### config.mk
export PLATFORM = sky130hd
export DESIGN_NAME = usb_link_monitor
export DESIGN_NICKNAME = d
export VERILOG_FILES = /design/src/rtl/usb_link_pkg.sv /design/src/rtl/usb_link_hold_timer.sv /design/src/rtl/usb_link_sof_watch.sv /design/src/rtl/usb_link_fsm.sv /design/src/rtl/usb_link_monitor.sv
export SDC_FILE = /design/constraint.sdc
export NUM_CORES = 1
export LEC_CHECK = 0
export BUFFER_PORTS_ARGS = -buffer_cell sky130_fd_sc_hd__buf_2
export CAP_MARGIN = 0
export CORE_ASPECT_RATIO = 1.2
export CORE_MARGIN = 1.5
export CORE_UTILIZATION = 49
export CTS_CLUSTER_DIAMETER = 60
export DETAILED_ROUTE_END_ITERATION = 10
export GPL_ROUTABILITY_DRIVEN = 0
export GPL_TIMING_DRIVEN = 0
export PLACE_DENSITY = 0.79
export SLEW_MARGIN = 20
export SYNTH_ARGS = -nofsm -noshare
export SYNTH_HDL_FRONTEND = slang
export SYNTH_SLANG_ARGS = --single-unit
### constraint.sdc
create_clock -name clk_i -period 1.9 [get_ports clk_i]
set_input_delay 0.38 -clock clk_i [delete_from_list [all_inputs] [get_ports clk_i]]
set_output_delay 0.38 -clock clk_i [all_outputs]
set_load 0.02 [all_outputs]
### src/rtl/usb_link_pkg.sv
package usb_link_pkg;
  typedef enum logic [2:0] {
    LS_UNPOWERED = 3'd0,
    LS_POWERED   = 3'd1,
    LS_PWR_SUSP  = 3'd2,
    LS_ACTIVE    = 3'd3,
    LS_ACT_SUSP  = 3'd4,
    LS_NO_SOF    = 3'd5
  } link_state_e;

  localparam logic [1:0] LINE_SE0 = 2'd0;
  localparam logic [1:0] LINE_J   = 2'd1;
endpackage

### src/rtl/usb_link_hold_timer.sv
module usb_link_hold_timer #(
  parameter int LIMIT = 3
) (
  input  logic clk_i,
  input  logic rst_ni,
  input  logic tick_i,
  input  logic cond_i,
  output logic det_o
);
  localparam int CW = $clog2(LIMIT + 2);

  logic [CW-1:0] cnt_q, cnt_d;

  assign det_o = cond_i && tick_i && (cnt_q == CW'(LIMIT));

  always_comb begin
    cnt_d = cnt_q;
    if (!cond_i) begin
      cnt_d = '0;
    end else if (tick_i && (cnt_q != CW'(LIMIT + 1))) begin
      cnt_d = cnt_q + CW'(1);
    end
  end

  always_ff @(posedge clk_i or negedge rst_ni) begin
    if (!rst_ni) cnt_q <= '0;
    else         cnt_q <= cnt_d;
  end

  AST_DET_SINGLE: assert property (@(posedge clk_i) disable iff (!rst_ni)
    det_o |=> !det_o);
endmodule

### src/rtl/usb_link_sof_watch.sv
module usb_link_sof_watch #(
  parameter int LOST_TICKS = 4096,
  parameter int FRAME_W    = 11
) (
  input  logic               clk_i,
  input  logic               rst_ni,
  input  logic               tick_i,
  input  logic               active_i,
  input  logic               clr_i,
  input  logic               sof_valid_i,
  input  logic [FRAME_W-1:0] sof_frame_i,
  output logic [FRAME_W-1:0] frame_o,
  output logic               ev_frame_o,
  output logic               host_lost_o,
  output logic               ev_host_lost_o
);
  localparam int LCW = $clog2(LOST_TICKS + 1);

  logic [LCW-1:0]     cnt_q, cnt_d;
  logic [FRAME_W-1:0] frame_q;
  logic               lost_q, lost_d, ev_lost_q, ev_frame_q, det;

  assign det = active_i && tick_i && !sof_valid_i && !clr_i &&
               (cnt_q == LCW'(LOST_TICKS - 1));

  always_comb begin
    cnt_d  = cnt_q;
    lost_d = lost_q;
    if (sof_valid_i || clr_i || !active_i) begin
      cnt_d = '0;
    end else if (tick_i && (cnt_q != LCW'(LOST_TICKS))) begin
      cnt_d = cnt_q + LCW'(1);
    end
    if (sof_valid_i || clr_i) lost_d = 1'b0;
    else if (det)             lost_d = 1'b1;
  end

  always_ff @(posedge clk_i or negedge rst_ni) begin
    if (!rst_ni) begin
      cnt_q      <= '0;
      lost_q     <= 1'b0;
      ev_lost_q  <= 1'b0;
      ev_frame_q <= 1'b0;
      frame_q    <= '0;
    end else begin
      cnt_q      <= cnt_d;
      lost_q     <= lost_d;
      ev_lost_q  <= det;
      ev_frame_q <= sof_valid_i;
      if (sof_valid_i) frame_q <= sof_frame_i;
    end
  end

  assign frame_o        = frame_q;
  assign ev_frame_o     = ev_frame_q;
  assign host_lost_o    = lost_q;
  assign ev_host_lost_o = ev_lost_q;

  AST_SOF_CLEARS_LOST: assert property (@(posedge clk_i) disable iff (!rst_ni)
    sof_valid_i |=> !lost_q);
  AST_LOST_PULSE_FLAG: assert property (@(posedge clk_i) disable iff (!rst_ni)
    ev_lost_q |-> lost_q);
endmodule

### src/rtl/usb_link_fsm.sv
module usb_link_fsm
  import usb_link_pkg::*;
(
  input  logic        clk_i,
  input  logic        rst_ni,
  input  logic        pwr_i,
  input  logic        reset_det_i,
  input  logic        idle_det_i,
  input  logic [1:0]  line_i,
  input  logic        sof_valid_i,
  output link_state_e state_o,
  output logic        reset_now_o,
  output logic        clr_lost_o,
  output logic        ev_connect_o,
  output logic        ev_disconnect_o,
  output logic        ev_reset_o,
  output logic        ev_suspend_o,
  output logic        ev_resume_o
);
  link_state_e state_q, state_d;
  logic from_act_q, from_act_d;
  logic conn_d, disc_d, rst_d, susp_d, res_d;
  logic conn_q, disc_q, rst_q, susp_q, res_q;

  always_comb begin
    state_d    = state_q;
    from_act_d = from_act_q;
    conn_d = 1'b0; disc_d = 1'b0; rst_d = 1'b0; susp_d = 1'b0; res_d = 1'b0;
    clr_lost_o = 1'b0;
    if (!pwr_i) begin
      if (state_q != LS_UNPOWERED) begin
        state_d    = LS_UNPOWERED;
        disc_d     = 1'b1;
        clr_lost_o = 1'b1;
      end
    end else if (state_q == LS_UNPOWERED) begin
      state_d = LS_POWERED;
      conn_d  = 1'b1;
    end else if (reset_det_i) begin
      state_d    = LS_NO_SOF;
      rst_d      = 1'b1;
      clr_lost_o = 1'b1;
    end else begin
      unique case (state_q)
        LS_POWERED: if (idle_det_i) begin
          state_d = LS_PWR_SUSP;
          susp_d  = 1'b1;
        end
        LS_ACTIVE, LS_NO_SOF: begin
          if (idle_det_i) begin
            state_d    = LS_ACT_SUSP;
            susp_d     = 1'b1;
            from_act_d = (state_q == LS_ACTIVE);
          end else if (sof_valid_i) begin
            state_d = LS_ACTIVE;
          end
        end
        LS_PWR_SUSP: if (line_i != LINE_J) begin
          state_d = LS_POWERED;
          res_d   = 1'b1;
        end
        LS_ACT_SUSP: if (line_i != LINE_J) begin
          state_d = from_act_q ? LS_ACTIVE : LS_NO_SOF;
          res_d   = 1'b1;
        end
        default: state_d = LS_UNPOWERED;
      endcase
    end
  end

  always_ff @(posedge clk_i or negedge rst_ni) begin
    if (!rst_ni) begin
      state_q    <= LS_UNPOWERED;
      from_act_q <= 1'b0;
      conn_q <= 1'b0; disc_q <= 1'b0; rst_q <= 1'b0; susp_q <= 1'b0; res_q <= 1'b0;
    end else begin
      state_q    <= state_d;
      from_act_q <= from_act_d;
      conn_q <= conn_d; disc_q <= disc_d; rst_q <= rst_d; susp_q <= susp_d; res_q <= res_d;
    end
  end

  assign state_o         = state_q;
  assign reset_now_o     = rst_d;
  assign ev_connect_o    = conn_q;
  assign ev_disconnect_o = disc_q;
  assign ev_reset_o      = rst_q;
  assign ev_suspend_o    = susp_q;
  assign ev_resume_o     = res_q;

  AST_NO_POWER_UNPOWERED: assert property (@(posedge clk_i) disable iff (!rst_ni)
    !pwr_i |=> state_q == LS_UNPOWERED);
  AST_RESET_ENTERS_NO_SOF: assert property (@(posedge clk_i) disable iff (!rst_ni)
    (pwr_i && state_q != LS_UNPOWERED && reset_det_i) |=> (state_q == LS_NO_SOF && rst_q));
  AST_POWERED_SUSPEND: assert property (@(posedge clk_i) disable iff (!rst_ni)
    (pwr_i && state_q == LS_POWERED && !reset_det_i && idle_det_i) |=> state_q == LS_PWR_SUSP);
  AST_RESUME_TARGET: assert property (@(posedge clk_i) disable iff (!rst_ni)
    res_q |-> (state_q == LS_POWERED || state_q == LS_ACTIVE || state_q == LS_NO_SOF));
endmodule

### src/rtl/usb_link_monitor.sv
module usb_link_monitor
  import usb_link_pkg::*;
#(
  parameter int RESET_TICKS   = 3,
  parameter int SUSPEND_TICKS = 3000,
  parameter int LOST_TICKS    = 4096,
  parameter int FRAME_W       = 11,
  parameter int ADDR_W        = 7
) (
  input  logic               clk_i,
  input  logic               rst_ni,
  input  logic               sense_raw_i,
  input  logic               pwr_ovr_en_i,
  input  logic               pwr_ovr_val_i,
  input  logic [1:0]         line_i,
  input  logic               tick_us_i,
  input  logic               sof_valid_i,
  input  logic [FRAME_W-1:0] sof_frame_i,
  input  logic               addr_we_i,
  input  logic [ADDR_W-1:0]  addr_i,
  output logic [2:0]         link_state_o,
  output logic [FRAME_W-1:0] frame_o,
  output logic               host_lost_o,
  output logic               sense_raw_o,
  output logic [ADDR_W-1:0]  dev_addr_o,
  output logic               ev_connect_o,
  output logic               ev_disconnect_o,
  output logic               ev_link_reset_o,
  output logic               ev_suspend_o,
  output logic               ev_resume_o,
  output logic               ev_host_lost_o,
  output logic               ev_frame_o
);
  logic        pwr, reset_det, idle_det, reset_now, clr_lost, active;
  link_state_e state;
  logic [ADDR_W-1:0] addr_q, addr_d;

  assign pwr         = pwr_ovr_en_i ? pwr_ovr_val_i : sense_raw_i;
  assign sense_raw_o = sense_raw_i;

  usb_link_hold_timer #(.LIMIT(RESET_TICKS)) u_se0_timer (
    .clk_i(clk_i), .rst_ni(rst_ni), .tick_i(tick_us_i),
    .cond_i(line_i == LINE_SE0), .det_o(reset_det));

  usb_link_hold_timer #(.LIMIT(SUSPEND_TICKS)) u_idle_timer (
    .clk_i(clk_i), .rst_ni(rst_ni), .tick_i(tick_us_i),
    .cond_i(line_i == LINE_J), .det_o(idle_det));

  usb_link_fsm u_fsm (
    .clk_i(clk_i), .rst_ni(rst_ni), .pwr_i(pwr), .reset_det_i(reset_det),
    .idle_det_i(idle_det), .line_i(line_i), .sof_valid_i(sof_valid_i),
    .state_o(state), .reset_now_o(reset_now), .clr_lost_o(clr_lost),
    .ev_connect_o(ev_connect_o), .ev_disconnect_o(ev_disconnect_o),
    .ev_reset_o(ev_link_reset_o), .ev_suspend_o(ev_suspend_o),
    .ev_resume_o(ev_resume_o));

  assign active = (state == LS_ACTIVE) || (state == LS_NO_SOF);

  usb_link_sof_watch #(.LOST_TICKS(LOST_TICKS), .FRAME_W(FRAME_W)) u_sof_watch (
    .clk_i(clk_i), .rst_ni(rst_ni), .tick_i(tick_us_i), .active_i(active),
    .clr_i(clr_lost), .sof_valid_i(sof_valid_i), .sof_frame_i(sof_frame_i),
    .frame_o(frame_o), .ev_frame_o(ev_frame_o), .host_lost_o(host_lost_o),
    .ev_host_lost_o(ev_host_lost_o));

  always_comb begin
    addr_d = addr_q;
    if (reset_now)      addr_d = '0;
    else if (addr_we_i) addr_d = addr_i;
  end

  always_ff @(posedge clk_i or negedge rst_ni) begin
    if (!rst_ni) addr_q <= '0;
    else         addr_q <= addr_d;
  end

  assign dev_addr_o   = addr_q;
  assign link_state_o = state;

  AST_ADDR_CLEARED_ON_RESET: assert property (@(posedge clk_i) disable iff (!rst_ni)
    ev_link_reset_o |-> dev_addr_o == '0);
  AST_OVERRIDE_POWER_LOSS: assert property (@(posedge clk_i) disable iff (!rst_ni)
    (pwr_ovr_en_i && !pwr_ovr_val_i) |=> link_state_o == 3'd0);
endmodule

* Yosys cells after proc, flatten, opt, wreduce, memory -nomap -nowiden *
Cells that the tools add are included.
Widths: inputs -> output; s select.

storage, ports and cells
  bits in read-only memories = 0
  logic and storage cells = 108
  register bits after elaboration = 58
  RAM bits = 0
  bits of input ports = 28
  output and inout bits = 30
  bits in latches = 0
  memories = 0

cells by class
  $add $sub $neg = 3
  equal/unequal tests = 19
  mux-type cells = 40
  reductions and logical operators = 29
  divide/modulo/power cells = 0
  shifts and indexed selects = 0
  bitwise gates (word level) = 2
  multipliers = 0
  magnitude comparators = 0

operators by type and width
  operator               count
  $mux 3                 12
  $mux 13                2
  $mux 12                2
  $mux 1                 21
  $ne 5x5->1 const B     3
  $mux 7                 2
  $add 13x1->13 const B  1
  $eq 13x12->1 const B   1
  $ne 13x13->1 const B   1
  $add 12x1->12 const B  1
  $eq 12x12->1 const B   1
  $ne 12x12->1 const B   1
  $pmux 3 s4             1
  $logic_and 1x1->1      11
  $reduce_and 5->1       2
  $eq 3x2->1 const B     3
  $reduce_bool 2->1      4
  $eq 3x3->1 const B     2
  $ne 6x6->1 const B     1
  $ne 2x2->1 const B     2
  $reduce_or 2->1        2
  $add 3x1->3 const B    1
  $eq 3x1->1 const B     1
  $logic_not 1->1        3
  9 further kinds        12

* Longest topological paths before layout *
Gate-level depths: netlist of the first run.

  depth after elaboration = 11
  mapped depth = 9
  gate-level depth less buffers = 7

* Modules after synthesis *
From an unflattened synthesis of the first run, not the netlist that was laid out.

unflattened totals
  cells, all modules = 292
  area, all modules = 3021.6 µm²

by module, submodules not included
  module                               area an instance (µm²)  times used  cells each
  usb_link_sof_watch                   1262.5                  1           107
  usb_link_hold_timer at u_idle_timer  700.7                   1           75
  usb_link_fsm                         530.5                   1           62
  usb_link_monitor                     326.6                   1           28
  usb_link_hold_timer at u_se0_timer   201.4                   1           20

* Least setup slack after synthesis of the first run *
OpenSTA, ideal clock, no wires.

  kind = reg-to-reg
  from = register u_idle_timer.cnt_q[2]
  to = register u_fsm.state_q[2], in the netlist u_fsm.state_o[2]
  cell stages (with the launch flop) = 6
  arrival = 1.947 ns
  data required time = 1.775 ns
  slack = -0.172 ns
  clock period less this slack = 2.072 ns
  path through = dfrtp_1 or4b_4 nor4_4 nor3_2 nor3_2 mux2_2

between the ends
  cells in the longest elaborated chain, start to end = 7
  elaborated cells on any way between the ends = 10
  those cells by class = eq/ne (3); mux (5); reduce/logical (2)

ends and longest elaborated chain
  what                    RTL line                   source
  from (decl)             usb_link_hold_timer.sv:12  logic [CW-1:0] cnt_q, cnt_d;
  from (signal assigned)  usb_link_hold_timer.sv:27  else cnt_q <= cnt_d;
  $eq 12x12->1 *          usb_link_hold_timer.sv:14  assign det_o = cond_i && tick_i && (cnt_q == CW'(LIMIT));
  $logic_and 1x1->1 *     usb_link_hold_timer.sv:14
  $mux 3                  usb_link_fsm.sv:50         if (idle_det_i) begin
  $pmux 3 s4              usb_link_fsm.sv:44         unique case (state_q)
  $mux 3                  usb_link_fsm.sv:39         end else if (reset_det_i) begin
  $mux 3                  usb_link_fsm.sv:36         end else if (state_q == LS_UNPOWERED) begin
  $mux 3                  usb_link_fsm.sv:30         if (!pwr_i) begin
  to (signal assigned)    usb_link_fsm.sv:77         state_q <= state_d;
  to (decl)               usb_link_fsm.sv:20         link_state_e state_q, state_d;

Every way passes the cells marked *; elsewhere a longest branch is shown, timed or not.
A chain may end at the register's enable or synchronous reset.

* Final worst setup path of the first run *
  from = register u_idle_timer.cnt_q[10]
  to = register u_fsm.state_q[0], in the netlist u_fsm.state_o[0]

Same word-level chain as after synthesis.

==> results of run 1 <==
-- worst max-delay path: cells and delay by family (launching register included) --
family	cells	cell delay, ns
AO/OA/AOI/OAI	2	0.35
buffers and inverters	1	0.20
flip-flops	1	0.38
AND/OR/NAND/NOR	2	0.87
-- cell families (layout without fill, tap and decap cells) --
kind of cell	after synthesis	count (layout)
fa+ha+maj	9	9
flops	58	58
buf+inv	24	108
xor+xnor	24	24
mux	22	22
simple gates	111	111
compound gates	21	21
-- layout make-up --
type	count	area [sq um]
plain buffers	9	57.6
clock inverters	5	52.6
flip-flops and latches	58	1450
repair buffers	70	390
fillers	432	2000
multi-input cells	187	1390
well taps	64	80.1
inverters	13	48.8
clock buffers	11	151
-- layer usage --
metal / wire, um / global-route usage
met1: 2360 / 0.218
met2: 2670 / 0.309
met3: 335 / 0.0593
met4: 94 / 0.0858
met5: 0 / 0
-- cells in the mapped netlist (5+ instances only) --
cell,count,area (sq um)
mux2i_1,9,90.1
ha_1,8,100
xor2_1,11,96.3
nor2_1,44,165
nand3_1,18,90.1
nand2_1,10,37.5
a21oi_1,5,25.0
nor3_1,9,45.0
inv_1,13,48.8
xnor2_1,13,114
mux2_2,13,146
nand4_1,5,31.3
clkbuf_1,8,30.0
o21ai_0,6,30.0
dfrtp_1,58,1450
-- state kept, by name, indices dropped and copies added (netlist names), 3 cells and up --
name	flops
u_fsm.state_o	3
u_idle_timer.cnt_q	12
u_sof_watch.cnt_q	13
u_se0_timer.cnt_q	3
dev_addr_o	7
u_sof_watch.frame_o	11
-- repair_timing --
action | 4_1_cts | 5_1_grt
hold buffers | 0 | 0
gates resized for setup | 7 | 20
setup buffers | 5 | 10
endpoints found under the setup margin | 16 | 25
pin swaps | 6 | 9
hold endpoints to repair | 0 | 0
-- path summary, 6_finish.rpt --
check | startpoint | slack (ns) | to | cells past startpoint
setup / recovery | u_idle_timer.cnt_q[10] | 0.01 | u_fsm.state_o[0] | 5
hold / removal | rst_ni | 0.08 | u_fsm.state_o[0] | 1
setup reg to reg | u_idle_timer.cnt_q[10] | 0.01 | u_fsm.state_o[0] | 5
hold reg to reg | u_sof_watch.frame_o[3] | 0.50 | u_sof_watch.frame_o[3] | 1
max in group asynchronous | rst_ni | 1.35 | u_sof_watch.cnt_q[7] | 1
min in group clk_i | sof_valid_i | 0.26 | u_sof_watch.ev_frame_o | 1
-- per-stage QoR --
stage / power, mW / std cells / util / TNS, ns / cell area [sq um]
2_1_floorplan: 1.57 / 269 / - / 0 / 2840
3_3_place_gp: 1.70 / 388 / 0.567 / -1.80 / 3190
3_5_place_dp: 1.70 / 388 / 0.567 / -2.25 / 3190
4_1_cts: 2.86 / 408 / 0.615 / -0.0567 / 3460
5_1_grt: 2.98 / 417 / 0.644 / -0.199 / 3630
6_report: 2.86 / 417 / 0.644 / 0 / 3630
-- power groups by stage --
stage	sequential, mW	clock, mW	combinational [mW]
global route	1.32	1.22	0.442
detailed placement	1.34	0	0.366
global placement	1.34	0	0.360
finish	1.31	1.14	0.403
floorplan	1.41	0	0.158
CTS	1.32	1.18	0.373
==> reports/results.tsv, run 1 <==
metric	value	unit
CP max FO	4	
Post-Syn Area	2830	sq um
dpl ws	-0.226	ns
RSZ-0062 raised after global routing	true	
hold crit path type	input port to asynchronous set/reset pin	
Num CTS Buffers	9	
DIE WIDTH	72.4	um
actual slew at the worst max-slew pin	0.691	ns
Slowest-stage cell, CP	or4b_4	
CP Class	flop to flop	
sw frac	0.259	
I/O Buffers	55	
commonest non-fill, non-tap cells in the layout	dfrtp_1, buf_2, nor2_1	
Post-synth EDFFs	0	
GR Overflow Total	0	
largest family of logic cells by synthesized area	simple AND/OR/NAND/NOR gates	
sequential share of power	0.460	
first-pass GRT wire length	8990	um
Fin. Hold Viols	0	
DRT antenna net count	0	
antenna diode count	0	
Worst-Skew Late Latency	0.34	ns
Cells after Synth	269	
CTS max path bufs	2	
crit path capture type	flop	
MaxCap Viol Count	0	
mux cell area share after synthesis	0.0834	
vias after detailed routing	2242	
Sink Count	58	
gr usage total	0.186	
synth unique cells	42	
H-tree depth	3	
syn nets	305	
clock power share	0.400	
hold_ws	0.0842	ns
crit path DAT	2.12	ns
Critical Path Max Stage Delay	0.61	ns
Peak Freq	530	MHz
startpoint types	flop	
switching power of the nets	0.741	mW
Die Span Y	86.3	um
fin worst setup slack	0.0129	ns
final WL	5460	um
Routed wire per std cell	13.1	um
TritonCTS clock tree	built	
Int Pwr	2.12	mW
DRT iter0 DRCs	147	
Core ar.	5630	sq um
Ports	58	
commonest non-fill, non-tap cell in the layout	dfrtp_1	
asr flop ratio synth	1.00	
vias per cell	5.38	
Synth Area per Inst	10.5	sq um
outcome	finished clean	
Worst VDD drop	327	uV
Comb power frac	0.141	
vias in the first global route	2082	
clk slew on worst S/H paths	0.07	ns
Synth Area in Compound Gates	0.0499	
Area Growth Syn to Fin	27.9	%
Synth Area in XOR/XNOR	0.0742	
Synth Area in Adders	0.0389	
DP HPWL	3640	um
layout net count	384	
worst relative slew slack	0.539	
CTS Root Buffer Type	clkbuf_8	
Row Count	30	
Critical Path RT	2.13	ns
Final Cycle Share	0.993	
Initial Utilization	0.503	
Main synth FF type	dfrtp_1	
DR pass1 iterations	4	
share of cells above drive strength 1	0.357	
die area	6250	sq um
antenna violations before repair	0	
Pleak	1.69	nW
synth warn	0	
Final Max Tran Viols	0	
cells along the critical path	or4b_4 -> nor4_4 -> buf_4 -> o211ai_1 -> a31o_2	
final setup vio count	0	
simple logic cell fraction of the synthesized area	0.208	
Pwr per Cell Area	789	nW/um^2
sequential-to-total area share from yosys stat	0.512	
Post-route DRC	0	
min Tclk post-route	1.89	ns
Seq cells post-synth	58	
clk_skew	0.00664	ns
largest net degree at the start of global routing	59	
No activity file was read; power rests on OpenSTA's default activity.
==> run 2: changes to the inputs <==
--- a/config.mk
+++ b/config.mk
@@ -11,3 +11,3 @@
 export CORE_MARGIN = 1.5
-export CORE_UTILIZATION = 49
+export CORE_UTILIZATION = 45
 export CTS_CLUSTER_DIAMETER = 60
@@ -15,4 +15,3 @@
 export GPL_ROUTABILITY_DRIVEN = 0
-export GPL_TIMING_DRIVEN = 0
-export PLACE_DENSITY = 0.79
+export PLACE_DENSITY = 0.74
 export SLEW_MARGIN = 20
==> constraint.sdc (replaced) <==
create_clock -name clk_i -period 1.9 [get_ports clk_i]
set_input_delay 0.19 -clock clk_i [delete_from_list [all_inputs] [get_ports clk_i]]
set_output_delay 0.19 -clock clk_i [all_outputs]
set_load 0.02 [all_outputs]
==> run 2 against run 1 <==
Sequential cell count unchanged. Sequential share of layout area grew 0.98 points. Die area is 8.5% higher. Clock power down 5%. Hold slack improved by 0.0019 ns. Critical endpoint is now u_idle_timer.cnt_q[2]. Cell count up 3.6%.
==> reports/results.tsv, run 2 (synthesis results as in run 1) <==
metric	value	unit
DIE WIDTH	75.4	um
Critical Path RT	2.11	ns
final WL	5460	um
outcome	finished clean	
hold_ws	0.0861	ns
Pleak	1.64	nW
antenna violations before repair	0	
DRT iter0 DRCs	82	
Critical Path Max Stage Delay	0.59	ns
Register Area	1450	sq um
Sink Count	58	
Core ar.	6050	sq um
commonest non-fill, non-tap cells in the layout	dfrtp_1, buf_2, nor2_1	
crit path capture type	flop	
max FFs per register	13	
most flop-heavy register	u_sof_watch.cnt_q	
Finished Layout Cells	432	
final instance area	3540	sq um
hold path depth	2	
CTS max path bufs	2	
first-pass GRT wire length	9000	um
worst relative slew slack	0.615	
RSZ-0062 raised after global routing	true	
buffers and inverters on the worst path	1	
cells along the critical path	or4b_4 -> o41ai_2 -> buf_4 -> nor2_2 -> xnor2_1 -> nor2_1	
commonest non-fill, non-tap cell in the layout	dfrtp_1	
Final Cycle Share	0.972	
layout net count	381	
I/O Buffers	57	
die area	6780	sq um
Reg2Reg Setup Slack	0.05	ns
reg-to-reg critical path endpoint	u_idle_timer.cnt_q[2]	
area occupied by multi-input gates	1310	sq um
antenna diode count	0	
Initial Utilization	0.468	
Finished Core Util	0.585	
Worst R2R Start	u_idle_timer.cnt_q[2]	
min Tclk post-route	1.85	ns
Fin. Hold Viols	0	
largest net degree at the start of global routing	35	
Pwr per Cell Area	784	nW/um^2
hold crit path type	input port to flop	
Row Count	31	
worst hold path startpoint	sof_frame_i[0]	
CP max FO	3	
Worst VDD drop	415	uV
GR Overflow Total	0	
Slowest-stage cell, CP	or4b_4	
clk_skew	0.00838	ns
hold endpoint	u_sof_watch.frame_o[0]	
H-tree depth	3	
clk slew on worst S/H paths	0.06	ns
TritonCTS clock tree	built	
actual slew at the worst max-slew pin	0.578	ns
DRT antenna net count	0	
FILL cells	526	
MaxCap Viol Count	0	
Routed wire per std cell	12.6	um
Final TNS setup	0	ns
Final Power	2.77	mW
CP top delay family	simple AND/OR/NAND/NOR gates	
vias after detailed routing	2216	
Peak Freq	542	MHz
Final Max Tran Viols	0	
startpoint types	flop	
DR pass1 iterations	4	
Area Growth Syn to Fin	24.9	%
dpl ws	0.0203	ns
Ports	58	
vias in the first global route	2116	
CTS Root Buffer Type	clkbuf_8	
Placed Area	3300	sq um
fin worst setup slack	0.0539	ns
Worst Reg2Reg Path Length in Cells	6	
crit path DAT	2.06	ns
cell count after placement	412	
Die Span Y	89.9	um
Worst-Skew Late Latency	0.34	ns
CP Class	flop to flop	
Num CTS Buffers	9	
gr usage total	0.172	
vias per cell	5.13	
final setup vio count	0	
DP HPWL	3990	um
share of cells above drive strength 1	0.331	
Post-route DRC	0	
==> run 2: changes by cell type in the layout (fill, tap and decap cells not counted), moves of 2 or more <==
cell,previous run,this run
ha_1,5,8
ha_4,2,0
nor3_2,2,4
clkbuf_8,12,9
buf_2,55,57
nor3_4,3,0
==> run 2: how the worst max path moves through the flow <==
stage | startpoint | end | cells after the start
global placement | u_idle_timer.cnt_q[10] | u_fsm.state_o[1] | 5
CTS | u_idle_timer.cnt_q[10] | u_fsm.state_o[1] | 5
global route | u_idle_timer.cnt_q[2] | u_idle_timer.cnt_q[2] | 6
detailed placement | u_idle_timer.cnt_q[10] | u_fsm.state_o[1] | 5
finish | u_idle_timer.cnt_q[2] | u_idle_timer.cnt_q[2] | 6
floorplan | u_se0_timer.cnt_q[0] | u_sof_watch.host_lost_o | 9
==> run 2: layout make-up <==
class / count / share of cell area
clock buffer: 11 / 0.0371
clock inverter: 5 / 0.0156
inverter: 13 / 0.0138
multi-input combinational: 187 / 0.369
sequential: 58 / 0.410
tap: 82 / 0.0290
timing repair buffer: 76 / 0.125
==> run 2: timing repair <==
| item | in CTS | in global routing |
|---|---|---|
| hold endpoints to repair | 24 | 0 |
| hold buffers | 1 | 0 |
| gates resized for setup | 0 | 5 |
| setup buffers | 0 | 3 |
| endpoints found under the setup margin | 0 | 8 |
==> run 2: worst reg2reg max path, cell delays in order (launching register included) <==
cell     delay (ns)
dfrtp_1        0.39
or4b_4         0.59
o41ai_2        0.29
buf_4          0.18
nor2_2         0.04
xnor2_1        0.17
nor2_1         0.06
==> run 2: where the power goes <==
group | internal [mW] | total (mW) | switching [mW]
clock | 0.601 | 1.08 | 0.475
combinational | 0.151 | 0.370 | 0.219
sequential | 1.29 | 1.33 | 0.0364
==> run 2: routing by layer <==
layer / wire [um] / track usage / part of all wire / vias to the layer above
met3: 283 / 0.0572 / 0.052 / 9
met2: 2750 / 0.288 / 0.50 / 66
met1: 2350 / 0.199 / 0.43 / 1066
met4: 71 / 0.0670 / 0.013 / 0
li1: - / - / - / 1075
met5: 0 / 0 / 0 / -
==> run 3: changes to the inputs <==
Settings changed: CORE_UTILIZATION 45 to 49, PLACE_DENSITY 0.74 to 0.79.
==> run 3 against run 2 <==
First-iteration DRC count is 54% higher. Cell count fell by 3.5%. Die area shrank 7.9%. Core utilization rose by 5.8 points. Clock skew down 0.00068 ns. Sequential share of layout area shrank 0.93 points.
==> reports/results.tsv, run 3 (synthesis results as in run 1) <==
metric	value	unit
crit path DAT	2.10	ns
DRT iter0 DRCs	126	
Post-route DRC	0	
outcome	finished clean	
DRT antenna net count	0	
min Tclk post-route	1.87	ns
Worst VDD drop	383	uV
Row Count	30	
Final Max Tran Viols	0	
RSZ-0062 raised after global routing	true	
Worst-Skew Late Latency	0.33	ns
final WL	5610	um
die area	6250	sq um
share of cells above drive strength 1	0.346	
antenna diode count	0	
worst relative slew slack	0.632	
I/O Buffers	57	
Final Power	3.11	mW
commonest non-fill, non-tap cells in the layout	dfrtp_1, buf_2, nor2_1	
MaxCap Viol Count	0	
Fin. Hold Viols	0	
vias per cell	5.38	
Peak Freq	535	MHz
crit path capture type	flop	
antenna violations before repair	1	
TritonCTS clock tree	built	
DP HPWL	3960	um
vias in the first global route	2134	
Core ar.	5630	sq um
final setup vio count	0	
hold crit path type	input port to flop	
FILL cells	430	
Num CTS Buffers	9	
Routed wire per std cell	13.4	um
most flop-heavy register	u_sof_watch.cnt_q	
actual slew at the worst max-slew pin	0.552	ns
CTS max path bufs	2	
H-tree depth	3	
Final Cycle Share	0.984	
Ports	58	
DIE WIDTH	72.4	um
first-pass GRT wire length	9220	um
startpoint types	flop	
Final TNS setup	0	ns
vias after detailed routing	2242	
largest net degree at the start of global routing	28	
CTS Root Buffer Type	clkbuf_8	
gr usage total	0.190	
Die Span Y	86.3	um
GR Overflow Total	0	
max FFs per register	13	
Sink Count	58	
Critical Path RT	2.13	ns
clk slew on worst S/H paths	0.06	ns
layout net count	384	
CP Class	flop to flop	
DR pass1 iterations	4	
Pleak	1.71	nW
Pwr per Cell Area	859	nW/um^2
clk_skew	0.00770	ns
CP max FO	3	
Area Growth Syn to Fin	27.8	%
Initial Utilization	0.503	
commonest non-fill, non-tap cell in the layout	dfrtp_1	
==> run 3: cell type report <==
cell class | count | area, sq um | share of cell area
clock inverters | 4 | 97.6 | 0.0269
clock buffers | 12 | 155 | 0.0428
inverters | 13 | 48.8 | 0.0135
repair buffers | 79 | 453 | 0.125
multi-input cells | 187 | 1340 | 0.369
flip-flops and latches | 58 | 1450 | 0.401
well taps | 64 | 80.1 | 0.0221
==> run 3: repair_timing <==
action / in CTS / in global routing
setup endpoints to repair: 2 / 9
resized for setup: 2 / 9
buffers inserted: 1 / 4
pin swaps: 1 / 6
hold endpoints to repair: 25 / 0
hold buffers: 1 / 0
==> run 3: power by group <==
part / switching [mW] / total (mW) / internal (mW)
sequential: 0.0367 / 1.33 / 1.29
clock: 0.471 / 1.41 / 0.943
combinational: 0.218 / 0.367 / 0.150
total: 0.725 / 3.11 / 2.38
==> run 3: per-layer routing <==
metal | track usage | share of wire | vias up
met3 | 0.0605 | 0.067 | 10
met1 | 0.215 | 0.43 | 1069
met2 | 0.330 | 0.49 | 79
li1 | - | - | 1082
met5 | 0 | 0.0023 | -
met4 | 0.0772 | 0.016 | 2
==> run 3: final timing paths <==
path | cells after the start | from | to | slack [ns]
max | 5 | u_idle_timer.cnt_q[2] | u_fsm.state_o[1] | 0.03
min | 2 | sof_frame_i[6] | u_sof_watch.frame_o[6] | 0.09
max reg2reg | 5 | u_idle_timer.cnt_q[2] | u_fsm.state_o[1] | 0.03
min reg2reg | 1 | u_sof_watch.frame_o[2] | u_sof_watch.frame_o[2] | 0.50
max in group asynchronous | 3 | rst_ni | u_sof_watch.cnt_q[2] | 0.85
min in group asynchronous | 2 | rst_ni | dev_addr_o[2] | 0.38
==> run 3: metrics by stage <==
| step | area (sq um) | instances | worst slack [ns] | hold slack, ns | utilization |
|---|---|---|---|---|---|
| finish | 3620 | 417 | 0.0311 | 0.0906 | 0.643 |
| global route | 3620 | 417 | -0.0369 | 0.0901 | 0.643 |
| CTS | 3560 | 414 | 0.00245 | 0.0788 | 0.632 |
| detailed placement | 3280 | 396 | -0.00565 | 0.208 | 0.583 |
| global placement | 3280 | 396 | 0.0848 | 0.205 | 0.583 |
| floorplan | 2840 | 269 | 0.0506 | -0.106 | - |
==> run 3: critical path: stages (launching register included) <==
cell	delay (ns)
dfrtp_1	0.38
or4b_4	0.60
nor4_4	0.31
xnor2_1	0.09
or3_1	0.32
o311ai_2	0.08
